===== config.mk =====
export PLATFORM = sky130hd
export DESIGN_NAME = odpin_err_evt
export DESIGN_NICKNAME = d
export VERILOG_FILES = /design/src/rtl/odpin_pkg.sv /design/src/rtl/odpin_stretch.sv /design/src/rtl/odpin_filter.sv /design/src/rtl/odpin_capture.sv /design/src/rtl/odpin_err_evt.sv
export SDC_FILE = /design/constraint.sdc
export NUM_CORES = 1
export LEC_CHECK = 0
export CORE_MARGIN = 2
export CORE_UTILIZATION = 50
export DETAILED_ROUTE_END_ITERATION = 16
export DONT_BUFFER_PORTS = 1
export SLEW_MARGIN = 25
export SYNTH_ARGS = -nofsm -noshare
export SYNTH_HDL_FRONTEND = slang
export SYNTH_SLANG_ARGS = --single-unit
export TNS_END_PERCENT = 50

===== constraint.sdc =====
create_clock -name clk_i -period 6.25 [get_ports clk_i]
set_input_delay 1.25 -clock clk_i [delete_from_list [all_inputs] [get_ports clk_i]]
set_output_delay 1.25 -clock clk_i [all_outputs]
set_load 0.005 [all_outputs]

===== src/rtl/odpin_pkg.sv =====
package odpin_pkg;
  localparam int unsigned ERR_BITS = 3;
  localparam int unsigned EVT_BITS = 4;

  typedef enum logic [1:0] {
    ERR_CORR   = 2'd0,
    ERR_UNCORR = 2'd1,
    ERR_FATAL  = 2'd2
  } err_idx_e;

  function automatic int unsigned cnt_w(input int unsigned max_val);
    return (max_val < 2) ? 1 : $clog2(max_val + 1);
  endfunction
endpackage


===== src/rtl/odpin_stretch.sv =====
module odpin_stretch #(
  parameter int unsigned W    = 3,
  parameter int unsigned HOLD = 12
) (
  input  logic         clk_i,
  input  logic         rst_ni,
  input  logic [W-1:0] req_i,
  output logic [W-1:0] drv_o
);
  localparam int unsigned CW = odpin_pkg::cnt_w(HOLD);

  for (genvar g = 0; g < W; g++) begin : g_bit
    logic [CW-1:0] cnt_q;
    always_ff @(posedge clk_i or negedge rst_ni) begin
      if (!rst_ni)             cnt_q <= '0;
      else if (req_i[g])       cnt_q <= CW'(HOLD);  // restart on every request
      else if (cnt_q != '0)    cnt_q <= cnt_q - 1'b1;
    end
    assign drv_o[g] = (cnt_q != '0);
  end
endmodule


===== src/rtl/odpin_filter.sv =====
module odpin_filter #(
  parameter int unsigned W      = 3,
  parameter int unsigned SYNC   = 2,
  parameter int unsigned STABLE = 4
) (
  input  logic         clk_i,
  input  logic         rst_ni,
  input  logic [W-1:0] pin_i,
  output logic [W-1:0] filt_o
);
  localparam int unsigned CW = odpin_pkg::cnt_w(STABLE);

  logic [W-1:0] sync_q [SYNC];
  logic [W-1:0] synced;

  always_ff @(posedge clk_i or negedge rst_ni) begin
    if (!rst_ni) begin
      for (int s = 0; s < SYNC; s++) sync_q[s] <= '1;
    end else begin
      sync_q[0] <= pin_i;
      for (int s = 1; s < SYNC; s++) sync_q[s] <= sync_q[s-1];
    end
  end
  assign synced = sync_q[SYNC-1];

  for (genvar g = 0; g < W; g++) begin : g_bit
    logic [CW-1:0] cnt_q;
    logic          filt_q;
    always_ff @(posedge clk_i or negedge rst_ni) begin
      if (!rst_ni) begin
        cnt_q  <= '0;
        filt_q <= 1'b1;
      end else if (synced[g] != filt_q) begin
        if (cnt_q == CW'(STABLE - 1)) begin
          filt_q <= synced[g];
          cnt_q  <= '0;
        end else begin
          cnt_q  <= cnt_q + 1'b1;
        end
      end else begin
        cnt_q <= '0;
      end
    end
    assign filt_o[g] = filt_q;
  end
endmodule


===== src/rtl/odpin_capture.sv =====
module odpin_capture #(
  parameter int unsigned W     = 3,
  parameter int unsigned BLANK = 6
) (
  input  logic         clk_i,
  input  logic         rst_ni,
  input  logic         own_req_i,
  input  logic         own_drv_i,
  input  logic [W-1:0] filt_n_i,
  input  logic         clr_i,
  output logic         valid_o,
  output logic [W-1:0] code_o
);
  localparam int unsigned BW = odpin_pkg::cnt_w(BLANK);

  logic [BW-1:0] tail_q;
  logic          open;
  logic [W-1:0]  seen;

  // hold off while our own pull-down is still in the filter pipeline
  always_ff @(posedge clk_i or negedge rst_ni) begin
    if (!rst_ni)              tail_q <= '0;
    else if (own_drv_i)       tail_q <= BW'(BLANK);
    else if (tail_q != '0)    tail_q <= tail_q - 1'b1;
  end

  assign open = !own_req_i && !own_drv_i && (tail_q == '0);
  assign seen = ~filt_n_i;

  always_ff @(posedge clk_i or negedge rst_ni) begin
    if (!rst_ni) begin
      valid_o <= 1'b0;
      code_o  <= '0;
    end else if (clr_i) begin
      valid_o <= 1'b0;
      code_o  <= '0;
    end else if (!valid_o && open && (seen != '0)) begin
      valid_o <= 1'b1;
      code_o  <= seen;
    end
  end
endmodule


===== src/rtl/odpin_err_evt.sv =====
module odpin_err_evt #(
  parameter int unsigned ERR_W  = odpin_pkg::ERR_BITS,
  parameter int unsigned EVT_W  = odpin_pkg::EVT_BITS,
  parameter int unsigned HOLD   = 12,
  parameter int unsigned SYNC   = 2,
  parameter int unsigned STABLE = 4
) (
  input  logic             clk_i,
  input  logic             rst_ni,
  input  logic [ERR_W-1:0] err_req_i,
  input  logic [EVT_W-1:0] evt_req_i,
  input  logic [ERR_W-1:0] err_pin_i,
  input  logic [EVT_W-1:0] evt_pin_i,
  input  logic             cap_clr_i,
  output logic [ERR_W-1:0] err_drv_o,
  output logic [EVT_W-1:0] evt_drv_o,
  output logic [ERR_W-1:0] err_filt_o,
  output logic [EVT_W-1:0] evt_filt_o,
  output logic             cap_valid_o,
  output logic [ERR_W-1:0] cap_code_o
);
  localparam int unsigned BLANK = SYNC + STABLE;

  odpin_stretch #(.W(ERR_W), .HOLD(HOLD)) i_err_stretch (
    .clk_i, .rst_ni, .req_i(err_req_i), .drv_o(err_drv_o)
  );
  odpin_stretch #(.W(EVT_W), .HOLD(HOLD)) i_evt_stretch (
    .clk_i, .rst_ni, .req_i(evt_req_i), .drv_o(evt_drv_o)
  );

  odpin_filter #(.W(ERR_W), .SYNC(SYNC), .STABLE(STABLE)) i_err_filt (
    .clk_i, .rst_ni, .pin_i(err_pin_i), .filt_o(err_filt_o)
  );
  odpin_filter #(.W(EVT_W), .SYNC(SYNC), .STABLE(STABLE)) i_evt_filt (
    .clk_i, .rst_ni, .pin_i(evt_pin_i), .filt_o(evt_filt_o)
  );

  odpin_capture #(.W(ERR_W), .BLANK(BLANK)) i_capture (
    .clk_i,
    .rst_ni,
    .own_req_i(|err_req_i),
    .own_drv_i(|err_drv_o),
    .filt_n_i (err_filt_o),
    .clr_i    (cap_clr_i),
    .valid_o  (cap_valid_o),
    .code_o   (cap_code_o)
  );
endmodule


Word-level counts from Yosys, hierarchy flattened
Cells that the tools add are included.
{"block": "word_totals", "elab_cells": 127, "out_inout_bits": 18, "input_bits": 17, "reg_bits": 77}
{"block": "classes", "n_eq_ne": 14, "muxes": 34, "n_reduce_logical": 35, "n_bitwise": 1, "n_addsub": 15}
{"cell": "4-bit two-way mux", "count": 14}
{"cell": "3-bit two-way mux", "count": 18}
{"cell": "4-bit nonzero test", "count": 7}
{"cell": "4-bit by 1-bit subtractor with 4-bit output (second input constant)", "count": 7}
{"cell": "3-bit by 1-bit adder with 3-bit output (second input constant)", "count": 7}
{"cell": "3-bit by 2-bit == test with 1-bit output (second input constant)", "count": 7}
{"cell": "2-bit nonzero test", "count": 9}
{"cell": "2-bit AND reduction", "count": 7}
{"cell": "1-bit inequality test", "count": 7}
{"cell": "3-bit nonzero test", "count": 2}
{"cell": "3-bit OR reduction", "count": 2}
{"cell": "1-bit logical AND", "count": 4}
{"cell": "1-bit zero test", "count": 3}
{"cell": "3-bit zero test", "count": 1}
{"cell": "3-bit NOT", "count": 1}
{"cell": "3-bit by 1-bit subtractor with 3-bit output (second input constant)", "count": 1}
{"cell": "1-bit two-way mux", "count": 2}

Longest topological paths before layout
Gate-level depths: netlist of the first run.
{"block": "depth", "word_depth": 9, "depth_mapped": 7, "depth_no_buf": 6}

Hierarchy
From an unflattened synthesis of the first run, not the netlist that was laid out.
{"block": "unflattened", "hier_cells": 293, "area_unflattened_um2": 3649.8}
{"module": "odpin_stretch at i_evt_stretch", "seq_area_each_um2": 400.4, "instances": 1, "area_per_inst_um2": 959.7, "cells_per_inst": 92}
{"module": "odpin_filter at i_evt_filt", "seq_area_each_um2": 615.6, "instances": 1, "area_per_inst_um2": 908.4, "cells_per_inst": 56}
{"module": "odpin_stretch at i_err_stretch", "seq_area_each_um2": 300.3, "instances": 1, "area_per_inst_um2": 721.9, "cells_per_inst": 68}
{"module": "odpin_filter at i_err_filt", "seq_area_each_um2": 461.7, "instances": 1, "area_per_inst_um2": 681.9, "cells_per_inst": 42}
{"module": "odpin_capture", "seq_area_each_um2": 175.2, "instances": 1, "area_per_inst_um2": 365.4, "cells_per_inst": 33}
{"module": "odpin_err_evt", "seq_area_each_um2": 0.0, "instances": 1, "area_per_inst_um2": 12.5, "cells_per_inst": 2}

Worst setup path after synthesis of the first run
OpenSTA, ideal clock, no wires.
{"block": "synth_timing", "path_type": "input port to flip-flop", "from": "in err_req_i[1]", "to": "reg i_capture.code_o[0]", "t_required_ns": 6.125, "t_arrival_ns": 2.523, "path_stages": 3, "path_buffers": 0, "setup_slack_ns": 3.602, "setup_ns": 0.125, "cell_sequence": "or4_2 nor4_4 mux2_2"}
{"block": "synth_via", "elab_chain_len": 7}
{"item": "from (decl)", "line": "odpin_err_evt.sv:10", "source": "input logic [ERR_W-1:0] err_req_i,"}
{"item": "3-bit OR reduction", "line": "odpin_err_evt.sv:41", "source": ".own_req_i(|err_req_i),"}
{"item": "1-bit zero test", "line": "odpin_capture.sv:27", "source": "assign open = !own_req_i && !own_drv_i && (tail_q == '0);"}
{"item": "1-bit logical AND (2 in a row)", "line": "odpin_capture.sv:27"}
{"item": "1-bit logical AND (2 in a row)", "line": "odpin_capture.sv:37", "source": "end else if (!valid_o && open && (seen != '0)) begin"}
{"item": "2-bit nonzero test (no source line)"}
{"item": "to (signal assigned)", "line": "odpin_capture.sv:39", "source": "code_o <= seen;"}
{"item": "to (decl)", "line": "odpin_capture.sv:12", "source": "output logic [W-1:0] code_o"}
Every way passes these cells.
A chain may end at the register's enable or synchronous reset.

Final worst setup path of the first run
{"block": "layout_timing", "from": "reg i_err_stretch.g_bit[2].cnt_q[0]", "to": "out err_drv_o[2]"}
{"block": "layout_via", "elab_chain_len": 1}
{"item": "from (decl)", "line": "odpin_stretch.sv:13", "source": "logic [CW-1:0] cnt_q;"}
{"item": "from (signal assigned)", "line": "odpin_stretch.sv:16", "source": "else if (req_i[g]) cnt_q <= CW'(HOLD);"}
{"item": "from (signal assigned)", "line": "odpin_stretch.sv:17", "source": "else if (cnt_q != '0) cnt_q <= cnt_q - 1'b1;"}
{"item": "4-bit nonzero test", "line": "odpin_stretch.sv:19", "source": "assign drv_o[g] = (cnt_q != '0);"}
{"item": "to (decl)", "line": "odpin_err_evt.sv:15", "source": "output logic [ERR_W-1:0] err_drv_o,"}
Every way passes these cells.

==> results.yml, run 1 <==
setup_path:
  ff2ff_setup_slack_ps: 3940
  crit_arrival_ps: 1510
  end_kind: "output pin"
  critPathRequiredTime_ps: 5000
  r2r_start: "i_err_stretch.g_bit[1].cnt_q[0]"
  path_class: "reg -> out"
  crit_end: "err_drv_o[2]"
  start_kind: "flop"
  critPathMaxStageDelay_ps: 510
  r2r_end: "i_capture.code_o[2]"
  worstRegToRegCells: 6
  slowest_stage: "or3b_1"
  path_cells: "inv_1, ha_1, or3b_1"
  startpoint: "i_err_stretch.g_bit[2].cnt_q[0]"
  crit_fanout: 8
clock_tree:
  ctsHoldBuffers: 0
  cts_max_level: 3
  path_clk_slew_ps: 80
  clk_latency_ps: 340
  post_cts_buffers: 0
  clock-sinks: 77
  clk_path_buf_depth: 2
  numCtsBuffers: 9
  cts_root_buffer: "clkbuf_8"
  cts_resized: 0
  cts_tree: "done"
routing:
  route.detailed.drc: 0
  drt_wl_total_mm: 4.79
  routed-via-count: 1847
  wl_per_cell_um: 13.3
  vias_per_cell: 5.13
  ant_nets: 0
  drtIter0Drc: 84
  drt_first_pass_iters: 4
timing:
  setup_ws_ps: 3490
  period_share: 0.442
  finalCriticalPeriod_ps: 2760
  maxSlewViolCount: 0
  slew-limit-headroom: 0.786
  hold_viol: 0
  rsz0062_at_grt: "no"
  setup-tns-final_ps: 0
  setup_violations: 0
  fmax_ghz: 0.362
  skew_ps: 7.75
  worstMarginPinSlew_ps: 318
min_path:
  min_path_type: "reg -> reg"
logic_synthesis:
  synthArstFlopShare: 1.00
  synth_fp_nets: 314
  synth_enable_flop_cells: 0
  yosysTopAreaCell: "dfrtp_1"
  netlist_area_mm2: 0.00341
  yosysWarnings: 0
  synth_area_leaders: "dfrtp_1, dfstp_2, ha_1, xnor2_1, mux2_2"
  synth-seq-cells: 77
  avgSynthCellArea_um2: 12.4
  ys_seq_area_frac: 0.573
  synth_cells: 274
  synth_cell_types: 36
  synth_top_area_frac: 0.411
  synth_flop_cell: "dfrtp_1"
final_layout:
  final_util: 0.546
  regArea_mm2: 0.00195
  n_antenna_cell: 0
  syn_to_final_growth_pct: 7.20
  layout-drive-gt1-share: 0.193
  nNetsFinal: 315
  multi_input_area_mm2: 0.00129
  nFillCells: 558
status:
  outcome: "completed"
placed_design:
  portBuffers: 0
  post-place-ws_ps: 3530
  gp_congestion: 0.726
  post-dp-hpwl_mm: 3.34
floorplanning:
  die_x_um: 86.5
  start_util: 0.510
  die-area_mm2: 0.00749
  core_mm2: 0.00668
  die_h_um: 86.5
  rows: 30
  ioPinCount: 35
power:
  p_total_w: 0.00130
  p_leak_nw: 1.63
  power.density_mw_per_mm2: 357
  vdd_drop_max_uv: 163
global_routing:
  grt_start_max_net_pins: 78
  grt_pass1_wl_mm: 8.31
  overflow: 0
  grt_antenna_before_repair: 0
  grt.total_usage: 0.145
  grt_pass1_vias: 1841
job:
  max-cap-violations: 0
-- cells in the final DEF, fill, tap and decap left out, types with 7 or more instances in the layout --
cell type / count
xnor2_1: 15
clkbuf_8: 11
nor2b_1: 13
dfstp_2: 21
nor2_1: 19
dfrtp_1: 56
nor3b_1: 13
a211o_1: 9
ha_1: 23
mux2_2: 10
nor3_1: 14
a211oi_1: 7
inv_1: 22
-- worst max-delay path: cells and delay by family, from the launching register on --
| family | cells | cell delay (ps) |
|---|---|---|
| fa+ha+maj | 1 | 160 |
| flops | 1 | 420 |
| buf+inv | 1 | 90 |
| simple gates | 1 | 510 |
-- cells in the mapped netlist, drive strengths merged, types with 2 or more instances --
cell type and instances:
nand3b 2, dfrtp 56, or3 7, inv 22
ha 23, a211o 9, dfstp 21, nor3 14
or3b 3, a21oi 6, buf 10, a211oi 7
nor2 19, nor3b 13, nand2 3, xnor2 15
nor2b 13, mux2 10, and2b 3, nand2b 3
o31ai 4
-- per-layer routing --
| metal | vias to the layer above | global-route usage | share of wire |
|---|---|---|---|
| li1 | 925 | - | - |
| met1 | 889 | 0.189 | 0.48 |
| met2 | 27 | 0.214 | 0.47 |
| met3 | 6 | 0.0571 | 0.038 |
| met4 | 0 | 0.0639 | 0.016 |
| met5 | - | 0 | 0 |
-- cell families (layout without fill, tap and decap cells) --
| logic type | Yosys count | count (layout) | share of synthesized area |
|---|---|---|---|
| AND/OR/NAND/NOR | 85 | 85 | 0.152 |
| buffers and inverters | 32 | 38 | 0.0478 |
| multiplexers | 11 | 11 | 0.0360 |
| flip-flops | 77 | 77 | 0.573 |
| XOR/XNOR | 16 | 16 | 0.0411 |
| AO/OA/AOI/OAI | 30 | 30 | 0.0654 |
| adder cells (fa/ha/maj) | 23 | 23 | 0.0845 |
-- registers in the layout, indices dropped and copies added (netlist names) --
register and cells:
i_err_stretch.g_bit.cnt_q 12, i_err_filt.g_bit.cnt_q 9, i_capture.code_o 3, i_evt_filt.synced 4
i_evt_filt.g_bit.filt_q 4, i_evt_filt.g_bit.cnt_q 12, i_evt_filt.sync_q 4, i_err_filt.g_bit.filt_q 3
i_err_filt.synced 3, i_err_filt.sync_q 3, i_evt_stretch.g_bit.cnt_q 16, i_capture.tail_q 3
i_capture.valid_o 1
-- power breakdown --
group | switching [W] | leakage (nW) | total [W] | internal (W)
Combinational | 0.0000923 | 0.607 | 0.000209 | 0.000117
Clock | 0.000167 | 0.116 | 0.000413 | 0.000246
Sequential | 0.0000715 | 0.901 | 0.000681 | 0.000609
Total | 0.000331 | 1.63 | 0.00130 | 0.000972
-- through the flow --
| step | std cells | hold slack, ps | cell area [µm²] |
|---|---|---|---|
| 2_1_floorplan | 274 | 345 | 3410 |
| 3_3_place_gp | 344 | 346 | 3430 |
| 3_5_place_dp | 344 | 348 | 3430 |
| 4_1_cts | 360 | 359 | 3650 |
| 5_1_grt | 360 | 362 | 3650 |
| 6_report | 360 | 356 | 3650 |
-- final cells by class --
cell class                      instances  area share
Clock buffer                           12      0.0425
Clock inverter                          4      0.0192
Inverter                               22      0.0226
Multi-Input combinational cell        165       0.353
Sequential cell                        77       0.535
Tap cell                               80      0.0274
-- worst min path at each step --
stage                                     from  cells past startpoint  slack, ps                   end
after floorplan           i_err_filt.sync_q[3]                      0        350  i_err_filt.synced[0]
after global placement    i_err_filt.sync_q[5]                      0        350  i_err_filt.synced[2]
after detailed placement  i_evt_filt.sync_q[6]                      0        350  i_evt_filt.synced[2]
after CTS                 i_evt_filt.sync_q[6]                      0        360  i_evt_filt.synced[2]
after global routing      i_evt_filt.sync_q[6]                      0        360  i_evt_filt.synced[2]
final                     i_evt_filt.sync_q[6]                      0        360  i_evt_filt.synced[2]
(Power assumes the default switching activity.)
==> inputs of run 2 (changes only) <==
==> constraint.sdc (replaced) <==
create_clock -name clk_i -period 2.6 [get_ports clk_i]
set_input_delay 0.52 -clock clk_i [delete_from_list [all_inputs] [get_ports clk_i]]
set_output_delay 0.52 -clock clk_i [all_outputs]
set_load 0.005 [all_outputs]
==> run 2 against run 1 <==
Against the previous run: global-route usage is 1.3 points higher; worst hold slack worse by 320 ps; wire length is 5.3% higher; critical endpoint is now i_capture.code_o[1]; largest power group unchanged.
==> results.yml, run 2 (synthesized netlist as in run 1, its figures left out) <==
status:
  outcome: "completed"
timing:
  period_share: 0.895
  skew_ps: 5.38
  fmax_ghz: 0.430
  setup-tns-final_ps: 0
  finalCriticalPeriod_ps: 2330
  rsz0062_at_grt: "no"
  hold_viol: 0
  slew-limit-headroom: 0.678
  timing.hold.ws_ps: 38.3
  setup_ws_ps: 273
  worstMarginPinSlew_ps: 483
  setup_violations: 0
  maxSlewViolCount: 0
min_path:
  min_path_type: "in -> async"
clock_tree:
  clk_latency_ps: 340
  cts_tree: "done"
  clk_path_buf_depth: 2
  cts_resized: 0
  path_clk_slew_ps: 80
  cts_max_level: 3
  numCtsBuffers: 9
  cts_root_buffer: "clkbuf_8"
  clock-sinks: 77
routing:
  drt_wl_total_mm: 5.04
  drtIter0Drc: 99
  wl_per_cell_um: 13.8
  routed-via-count: 1874
  route.detailed.drc: 0
  ant_nets: 0
  drt_first_pass_iters: 4
  vias_per_cell: 5.15
global_routing:
  overflow: 0
  grt_start_max_net_pins: 57
  grt.total_usage: 0.158
  grt_pass1_wl_mm: 9.00
  grt_pass1_vias: 1916
  grt_antenna_before_repair: 0
floorplanning:
  die_h_um: 86.5
  die_x_um: 86.5
  die-area_mm2: 0.00749
  core_mm2: 0.00668
  rows: 30
  ioPinCount: 35
  start_util: 0.510
setup_path:
  r2r_start: "i_err_stretch.g_bit[1].cnt_q[0]"
  crit_arrival_ps: 2550
  start_kind: "flop"
  path_class: "reg -> reg"
  startpoint: "i_err_stretch.g_bit[1].cnt_q[0]"
  crit_fanout: 5
  critPathRequiredTime_ps: 2830
  end_kind: "flop"
final_layout:
  n_antenna_cell: 0
  largestRegisters: "i_evt_stretch.g_bit.cnt_q: 16 flops, i_err_stretch.g_bit.cnt_q: 12 flops, i_evt_filt.g_bit.cnt_q: 12 flops"
  layout-drive-gt1-share: 0.201
  registers.top_by_ff_count: "i_evt_stretch.g_bit.cnt_q"
  largest_reg_flops: 16
  nNetsFinal: 319
  final_cell_mix: "dfrtp_1, ha_1, inv_1, dfstp_2, nor2_1"
  layout_commonest_cell: "dfrtp_1"
  syn_to_final_growth_pct: 9.07
  final_util: 0.556
placed_design:
  post-dp-hpwl_mm: 3.25
  portBuffers: 0
  gp_congestion: 0.685
  post-place-ws_ps: 286
power:
  vdd_drop_max_uv: 410
  p_leak_nw: 1.65
  power.density_mw_per_mm2: 870
job:
  max-cap-violations: 0
[run 2: repair_timing]
action / in CTS / in global routing
endpoints found under the hold margin: 56 / 0
setup buffers: 0 / 0
hold buffers: 3 / 0
[run 2: path summary, 6_finish.rpt]
kind | depth (start not counted) | slack (ps) | to
worst max-delay path | 6 | 270 | i_capture.code_o[1]
worst min register to register | 0 | 360 | i_evt_filt.synced[1]
max in group asynchronous | 1 | 1940 | i_evt_filt.synced[0]
min in group clk_i | 0 | 170 | i_err_filt.sync_q[5]
worst max register to register | 6 | 270 | i_capture.code_o[1]
worst min-delay path | 1 | 40 | i_err_filt.g_bit[1].cnt_q[2]
[run 2: power breakdown]
| group | internal, W | switching, W |
|---|---|---|
| clock | 0.000638 | 0.000422 |
| combinational | 0.000287 | 0.000246 |
| sequential | 0.00146 | 0.000175 |
[run 2: worst max-delay path, stage by stage (launching register included)]
cell	delay [ps]
dfrtp_1	400
inv_1	90
ha_1	180
or3b_1	460
or2_4	310
nor4_4	390
mux2_2	380
[run 2: routing by layer]
layer	GRT usage	part of all wire
met1	0.196	0.46
met2	0.252	0.48
met3	0.0562	0.046
met4	0.0639	0.014
met5	0	0
[run 2: area by class of cell]
class / count / area, µm²
Clock buffer: 10 / 128
Clock inverter: 6 / 111
Inverter: 22 / 82.6
Timing Repair Buffer: 4 / 50.0
Multi-Input combinational cell: 165 / 1290
Tap cell: 80 / 100
Sequential cell: 77 / 1950
Fill cell: 579 / 2970
[run 2: metrics by stage]
| stage | power, W | instances | instance area (µm²) |
|---|---|---|---|
| 2_1_floorplan | 0.00213 | 274 | 3410 |
| 3_3_place_gp | 0.00216 | 345 | 3430 |
| 3_5_place_dp | 0.00218 | 345 | 3430 |
| 4_1_cts | 0.00329 | 364 | 3720 |
| 5_1_grt | 0.00346 | 364 | 3710 |
| 6_report | 0.00323 | 364 | 3710 |
